==> src/rtl/ish_pkg.sv <==
// Shared constants for the interrupt status aggregator.
// Assumes an 8-bit register port and four register offsets.
package ish_pkg;
    localparam int DATA_W   = 8;
    localparam int ADDR_W   = 2;
    localparam int EP_N     = 4;
    localparam int EVT0_N   = 2;
    localparam int EVT1_N   = 6;

    localparam logic [ADDR_W-1:0] OFS_STAT0 = 2'd0;
    localparam logic [ADDR_W-1:0] OFS_STAT1 = 2'd1;
    localparam logic [ADDR_W-1:0] OFS_EN0   = 2'd2;
    localparam logic [ADDR_W-1:0] OFS_EN1   = 2'd3;

    // Bits that hold latched write-1-to-clear flags
    localparam logic [DATA_W-1:0] LATCH_MASK0 = 8'hE0;
    localparam logic [DATA_W-1:0] LATCH_MASK1 = 8'hFE;

    localparam int SOF_BIT  = 7;
    localparam int SUSP_BIT = 3;
endpackage

==> src/rtl/ish_w1c_bank.sv <==
// Bank of sticky event flags. Set has priority over a write-1 clear.
// Bits outside MASK are tied to zero. Assumes set_i and clr_i are
// single-cycle qualified vectors.
module ish_w1c_bank #(
    parameter int                 WIDTH = 8,
    parameter logic [WIDTH-1:0]   MASK  = '1
) (
    input  logic             clk,
    input  logic             rst_n,
    input  logic [WIDTH-1:0] set_i,
    input  logic [WIDTH-1:0] clr_i,
    output logic [WIDTH-1:0] q
);
    for (genvar i = 0; i < WIDTH; i++) begin : g_bit
        if (MASK[i]) begin : g_flag
            // Latch event, clear on write-1, event wins a tie
            always_ff @(posedge clk) begin
                if (!rst_n)        q[i] <= 1'b0;
                else if (set_i[i]) q[i] <= 1'b1;
                else if (clr_i[i]) q[i] <= 1'b0;
            end

            p_set_wins_r8: assert property (@(posedge clk) disable iff (!rst_n)
                set_i[i] |=> q[i]);
            p_clear_r4: assert property (@(posedge clk) disable iff (!rst_n)
                (clr_i[i] && !set_i[i]) |=> !q[i]);
            p_hold_r4: assert property (@(posedge clk) disable iff (!rst_n)
                (!clr_i[i] && !set_i[i]) |=> $stable(q[i]));
        end else begin : g_tie
            assign q[i] = 1'b0;
        end
    end
endmodule

==> src/rtl/ish_rw_reg.sv <==
// Plain read/write register with synchronous reset to zero.
module ish_rw_reg #(
    parameter int WIDTH = 8
) (
    input  logic             clk,
    input  logic             rst_n,
    input  logic             we,
    input  logic [WIDTH-1:0] wdata,
    output logic [WIDTH-1:0] q
);
    // Load on write strobe
    always_ff @(posedge clk) begin
        if (!rst_n)  q <= '0;
        else if (we) q <= wdata;
    end

    p_load_r9: assert property (@(posedge clk) disable iff (!rst_n)
        we |=> (q == $past(wdata)));
endmodule

==> src/rtl/ish_irq_combine.sv <==
// Masks two status views with their enables and registers the OR.
// Assumes both views are already fully assembled.
module ish_irq_combine #(
    parameter int WIDTH = 8
) (
    input  logic             clk,
    input  logic             rst_n,
    input  logic [WIDTH-1:0] stat0,
    input  logic [WIDTH-1:0] stat1,
    input  logic [WIDTH-1:0] en0,
    input  logic [WIDTH-1:0] en1,
    output logic             irq
);
    logic hit;

    // Any enabled status bit
    always_comb hit = |(stat0 & en0) || |(stat1 & en1);

    // Register the interrupt line
    always_ff @(posedge clk) begin
        if (!rst_n) irq <= 1'b0;
        else        irq <= hit;
    end

    p_irq_rise_r10: assert property (@(posedge clk) disable iff (!rst_n)
        (|(stat0 & en0)) |=> irq);
    p_irq_quiet_r10: assert property (@(posedge clk) disable iff (!rst_n)
        (!(|(stat0 & en0)) && !(|(stat1 & en1))) |=> !irq);
endmodule

==> src/rtl/irq_status_hub.sv <==
// Interrupt status aggregator top. It decodes the register port, builds
// the two status views, holds the enables, and drives the interrupt
// and the suspend-entry pulse. Assumes the event inputs are synchronous
// single-cycle pulses.
module irq_status_hub
    import ish_pkg::*;
(
    input  logic                clk,
    input  logic                rst_n,
    input  logic [ADDR_W-1:0]   reg_addr,
    input  logic [DATA_W-1:0]   reg_wdata,
    input  logic                reg_we,
    output logic [DATA_W-1:0]   reg_rdata,
    input  logic                sof_pulse,
    input  logic [EVT0_N-1:0]   evt0_pulse,
    input  logic [EVT1_N-1:0]   evt1_pulse,
    input  logic                suspend_req,
    input  logic [EP_N-1:0]     ep_pending,
    output logic                irq_out,
    output logic                suspend_enter
);
    logic [DATA_W-1:0] set0, set1, clr0, clr1;
    logic [DATA_W-1:0] flags0, flags1, view0, en0_q, en1_q;
    logic              wr0, wr1, wr2, wr3;
    logic              susp_q;

    // Address decode of write strobes
    always_comb begin
        wr0 = reg_we && (reg_addr == OFS_STAT0);
        wr1 = reg_we && (reg_addr == OFS_STAT1);
        wr2 = reg_we && (reg_addr == OFS_EN0);
        wr3 = reg_we && (reg_addr == OFS_EN1);
    end

    // Route event pulses to their flag positions
    always_comb begin
        set0 = '0;
        set0[SOF_BIT]  = sof_pulse;
        set0[6:5]      = evt0_pulse;
        set1 = '0;
        set1[2:1]      = evt1_pulse[1:0];
        set1[SUSP_BIT] = suspend_req;
        set1[7:4]      = evt1_pulse[5:2];
        clr0 = wr0 ? reg_wdata : '0;
        clr1 = wr1 ? reg_wdata : '0;
    end

    ish_w1c_bank #(.WIDTH(DATA_W), .MASK(LATCH_MASK0)) u_flags0 (
        .clk(clk), .rst_n(rst_n), .set_i(set0), .clr_i(clr0), .q(flags0));

    ish_w1c_bank #(.WIDTH(DATA_W), .MASK(LATCH_MASK1)) u_flags1 (
        .clk(clk), .rst_n(rst_n), .set_i(set1), .clr_i(clr1), .q(flags1));

    ish_rw_reg #(.WIDTH(DATA_W)) u_en0 (
        .clk(clk), .rst_n(rst_n), .we(wr2), .wdata(reg_wdata), .q(en0_q));

    ish_rw_reg #(.WIDTH(DATA_W)) u_en1 (
        .clk(clk), .rst_n(rst_n), .we(wr3), .wdata(reg_wdata), .q(en1_q));

    // Status 0 view: latched flags plus live endpoint levels
    always_comb begin
        view0 = flags0;
        view0[EP_N-1:0] = ep_pending;
    end

    ish_irq_combine #(.WIDTH(DATA_W)) u_irq (
        .clk(clk), .rst_n(rst_n), .stat0(view0), .stat1(flags1),
        .en0(en0_q), .en1(en1_q), .irq(irq_out));

    // One-cycle suspend entry on write-1 to the suspend flag
    always_ff @(posedge clk) begin
        if (!rst_n) susp_q <= 1'b0;
        else        susp_q <= wr1 && reg_wdata[SUSP_BIT];
    end
    assign suspend_enter = susp_q;

    // Combinational read mux
    always_comb begin
        unique case (reg_addr)
            OFS_STAT0: reg_rdata = view0;
            OFS_STAT1: reg_rdata = flags1;
            OFS_EN0:   reg_rdata = en0_q;
            default:   reg_rdata = en1_q;
        endcase
    end

    p_susp_pulse_r5: assert property (@(posedge clk) disable iff (!rst_n)
        (reg_we && reg_addr == OFS_STAT1 && reg_wdata[SUSP_BIT]) |=> suspend_enter);
    p_susp_quiet_r5: assert property (@(posedge clk) disable iff (!rst_n)
        !(reg_we && reg_addr == OFS_STAT1 && reg_wdata[SUSP_BIT]) |=> !suspend_enter);
    p_unused_zero_r7: assert property (@(posedge clk) disable iff (!rst_n)
        ((reg_addr == OFS_STAT0) |-> !reg_rdata[4]) and
        ((reg_addr == OFS_STAT1) |-> !reg_rdata[0]));
    p_ep_mirror_r2: assert property (@(posedge clk) disable iff (!rst_n)
        (reg_addr == OFS_STAT0) |-> (reg_rdata[EP_N-1:0] == ep_pending));
endmodule

==> config.mk <==
export PLATFORM = sky130hd
export DESIGN_NAME = irq_status_hub
export DESIGN_NICKNAME = d
export VERILOG_FILES = /design/src/rtl/ish_pkg.sv /design/src/rtl/ish_w1c_bank.sv /design/src/rtl/ish_rw_reg.sv /design/src/rtl/ish_irq_combine.sv /design/src/rtl/irq_status_hub.sv
export SDC_FILE = /design/constraint.sdc
export NUM_CORES = 1
export LEC_CHECK = 0
export BUFFER_PORTS_ARGS = -buffer_cell sky130_fd_sc_hd__buf_2
export CELL_PAD_IN_SITES_DETAIL_PLACEMENT = 1
export CELL_PAD_IN_SITES_GLOBAL_PLACEMENT = 2
export CORE_UTILIZATION = 35
export DETAILED_ROUTE_END_ITERATION = 8
export PLACE_DENSITY_LB_ADDON = 0.12
export RECOVER_POWER = 25
export SKIP_LAST_GASP = 1
export SYNTH_ARGS = -nofsm -noshare
export SYNTH_HDL_FRONTEND = slang
export SYNTH_SLANG_ARGS = --single-unit
==> constraint.sdc <==
create_clock -name clk -period 1.65 [get_ports clk]
set_input_delay 0.0825 -clock clk [delete_from_list [all_inputs] [get_ports clk]]
set_output_delay 0.0825 -clock clk [all_outputs]
set_load 0.02 [all_outputs]
Word-level counts from Yosys, hierarchy flattened
Cells that the tools add are included.
{ "word_totals": {"reg_bits": 28, "input_bits": 27, "output_inout_bits": 10, "word_cells": 61} }
{ "op_classes": {"n_eq_ne": 3, "muxes": 23, "bitwise_logic": 2, "reduce_logical": 19} }
{ "op_table": {"columns": ["op", "n"], "rows": [
  ["case mux 8 bit (3 select lines)", 1],
  ["2-to-1 mux 1 bit", 20],
  ["nonzero test 2 bit", 10],
  ["bitwise AND 8 bit", 2],
  ["2-to-1 mux 8 bit", 2],
  ["OR reduction 8 bit", 2],
  ["logical AND 1 bit", 5],
  ["equality test 2 bit, second input constant", 2],
  ["equality test 2 x 1 -> 1 bit, second input constant", 1],
  ["zero test 2 bit", 1],
  ["logical OR 1 bit", 1]
]} }

Depth between registers and ports, before layout
{ "logic_depth": {"ltp_word": 5, "mapped_depth": 4, "depth_no_buf": 3} }

Cells and area by module
Synthesis repeated with hierarchy kept, for this count alone.
{ "unflattened": {"hier_cells": 146, "hier_area_um2": 1495.2} }
{ "modules_own_cells": {"columns": ["module", "instances", "cells_each", "area_each_um2", "seq_area_each_um2"], "rows": [
  ["ish_rw_reg", 2, 25, 301.5, 160.2],
  ["irq_status_hub", 1, 46, 364.1, 20.0],
  ["ish_w1c_bank at u_flags1", 1, 23, 247.7, 140.1],
  ["ish_w1c_bank at u_flags0", 1, 15, 165.2, 60.1],
  ["ish_irq_combine", 1, 12, 115.1, 20.0]
]} }

Worst setup path after synthesis
No wires, ideal clock.
{ "synth_path": {"kind": "register to output", "start": "register u_en0.q[2]", "end": "output port reg_rdata[2]", "t_arrival_ns": 0.901, "t_required_ns": 1.567, "path_slack_ns": 0.666, "path_stages_with_launch": 2, "path_buffers": 0, "cell_sequence": "dfxtp_1 -> mux4_1"} }
{ "synth_via": {"elab_chain_cells": 1} }
{ "synth_rtl": {"columns": ["element", "line", "source"], "rows": [
  ["start: declaration", "ish_rw_reg.sv:9", "output logic [WIDTH-1:0] q"],
  ["start signal: assignment", "ish_rw_reg.sv:14", "else if (we) q <= wdata;"],
  ["case mux 8 bit (3 select lines)", "irq_status_hub.sv:79", "unique case (reg_addr)"],
  ["end: declaration", "irq_status_hub.sv:13", "output logic [DATA_W-1:0] reg_rdata,"]
]} }
Every way passes these cells.

Worst setup path after layout
Ends and elaborated chain as after synthesis.

==> impl_metrics.tcl <==
set metrics [dict create \
    final.setup.tns_ps 0 \
    rows 22 \
    post-place-ws_ps 443 \
    synth_cells 116 \
    yosys_warnings 0 \
    core_um2 3690 \
    antenna_found_initial 0 \
    numCtsBuffers 3 \
    die_w_um 64.2 \
    clk_latency_ps 270 \
    nNetsFinal 181 \
    reg2reg_depth 3 \
    first_iter_violations 39 \
    nFillCells 427 \
    synth_top_family_by_area "multiplexers" \
    p_per_area_nw_per_um2 824 \
    io_buffers 36 \
    slowest_stage "mux4_1" \
    required_ps 1570 \
    period_share_pct 82.7 \
    seq_area_frac_synth_pct 41.4 \
    avgSynthCellArea_um2 11.7 \
    cts_max_path_buffers 2 \
    ys_ff_latch 28 \
    clock-root-buffer "clkbuf_8" \
    postCtsHoldBufs 0 \
    hold_depth 2 \
    fin_crit_ps 1370 \
    grt_max_degree 29 \
    cts_tree "done" \
    die-area_um2 4120 \
    grt_first_pass_wirelength_um 5290 \
    p_leak_nw 0.745 \
    final-hold-violation-count 0 \
    design_area_um2 1600 \
    routed_wl_um 3090 \
    worst_pin_slew_ps 459 \
    chipHeight_um 64.2 \
    drv_slew 0 \
    drive_gt1_share_pct 35.5 \
    yosys.area_share.simple_pct 12.5 \
    start_util_pct 36.7 \
    synthXorXnorAreaFrac_pct 0 \
    crit_chain "mux4_1 -> buf_2" \
    wl_per_cell_um 15.4 \
    antenna_left 0 \
    cap_violations 0 \
    num_vias 1043 \
    routabilityCongestion 0.756 \
    grt_pass1_vias 1119 \
    post_cts_buffers 0 \
    crit_path_start_kind "flip-flop" \
    min_path_type "in -> reg" \
    cp_top_family "multiplexers" \
    syn_to_final_growth_pct 17.9 \
    arrival_ps 1280 \
    power.total_w 0.00131 \
    synth_top_area_share_pct 41.4 \
    cts_sinks 28 \
    synth_compound_area_share_pct 18.3 \
    reg2reg_from "u_flags1.q[2]$_SDFFE_PN0P_" \
    ioPinCount 37 \
    post_cts_resized 0 \
    max_stage_delay_ps 510 \
    crit_buf_inv 1 \
    drtPass1Iterations 2 \
    synth_top_area_cell "dfxtp_1" \
    whs_endpoint "u_flags1.q[6]$_SDFFE_PN0P_" \
    n_antenna_cell 0 \
    grt.overflow.total 0 \
    synthTopCellsByArea "dfxtp_1, mux2i_1, mux4_2" \
    ir_drop_mv 0.399 \
    skew_ps 0.628 \
    grtUsageTotal_pct 17.1 \
    viasPerCell 5.22 \
    path_clk_slew_ps 90 \
    end_kind "output pin" \
    async_reset_ff_share_pct 0 \
    synthFlopType "dfxtp_1" \
    min_from "evt1_pulse[4]" \
    drc 0 \
    dp_hpwl_um 2330 \
    place_area_um2 1570 \
    synth.distinct_cells 22 \
    muxShareOfSynthArea_pct 23.6 \
    maxSlewHeadroom_pct 69.3 \
    syn-cell-area_um2 1350 \
    htreeDepth 1 \
    rsz0062_at_grt "no" \
    achievable-frequency_ghz 0.733 \
    finalWorstSetupSlack_ps 285 \
    layoutNonFillerInstCount 200 \
    setup_violations 0 \
    reg2reg_to "u_irq.irq$_SDFF_PN0_" \
    synth_nets 143 \
    place_inst 197 \
    synth_fa_ha_area_share_pct 0 \
    r2r_slack_ps 610 \
    status "completed" \
    path_max_fanout 3 \
    synth_edf_count 0 \
    criticalPathCategory "reg -> out" \
]
## kinds of logic after synthesis
kind of cell	after synthesis
AOI/OAI and AO/OA	30
DFF	28
and+or+nand+nor	26
muxes	24
buffers and inverters	8
## through the flow
| stage | utilization [%] | hold WS (ps) |
|---|---|---|
| 6_report | 43.2 | 17.2 |
| 5_1_grt | 43.2 | 3.21 |
| 4_1_cts | 43.7 | 11.7 |
| 3_5_place_dp | 42.6 | 297 |
| 3_3_place_gp | 42.6 | 289 |
| 2_1_floorplan | - | 206 |
## routing by layer
metal | track usage, % | routed length, um
met5 | 0 | 0
met4 | 3.33 | 14
met3 | 4.64 | 110
met2 | 29.5 | 1480
met1 | 21.3 | 1480
## report_power, final
part	internal, W	switching, W	total (W)
sequential	0.000710	0.0000240	0.000733
clock	0.000164	0.000196	0.000359
combinational	0.000112	0.000110	0.000222
## how the worst max path moves through the flow
stage,startpoint,endpoint,slack [ps],depth (start not counted)
floorplan,u_en0.q[2]$_SDFFE_PN0P_,reg_rdata[2],670,1
global placement,reg_addr[1],reg_rdata[2],460,3
detailed placement,reg_addr[0],u_flags1.q[1]$_SDFFE_PN0P_,440,5
CTS,u_en0.q[2]$_SDFFE_PN0P_,reg_rdata[2],270,2
global route,u_en0.q[2]$_SDFFE_PN0P_,reg_rdata[2],220,2
finish,u_en0.q[2]$_SDFFE_PN0P_,reg_rdata[2],280,2
## Yosys cell counts, types with 2 or more instances
master	count
nand3_1	3
a21boi_2	7
dfxtp_1	28
nand2_1	2
a22oi_1	7
o21a_1	10
o21ai_0	2
buf_6	3
a21boi_0	3
mux2i_1	18
mux4_2	5
nor2b_1	16
clkbuf_1	3
## layout by cell type (no fill, tap or decap), drive strengths merged, types with 2 or more instances in the layout
cell	count
buf	38
mux4	6
nor2b	16
a22oi	7
o21ai	2
nand3	4
nand2	2
o21a	10
clkbuf	5
mux2i	18
a21boi	10
dfxtp	28
## state kept, by name, summed over array words and instances (netlist names)
register,count
u_en0.q,8
u_en1.q,8
u_flags1.q,7
u_flags0.q,3
suspend_enter,1
u_irq.irq,1
## final cells by class
cell class	count	area, um^2	area share, %
Clock buffer	3	41.3	2.59
Inverter	1	3.75	0.235
Multi-Input combinational cell	80	727	45.6
Sequential cell	28	561	35.1
Tap cell	48	60.1	3.76
Timing Repair Buffer	40	203	12.7
No activity file was read; power rests on OpenSTA's default activity.
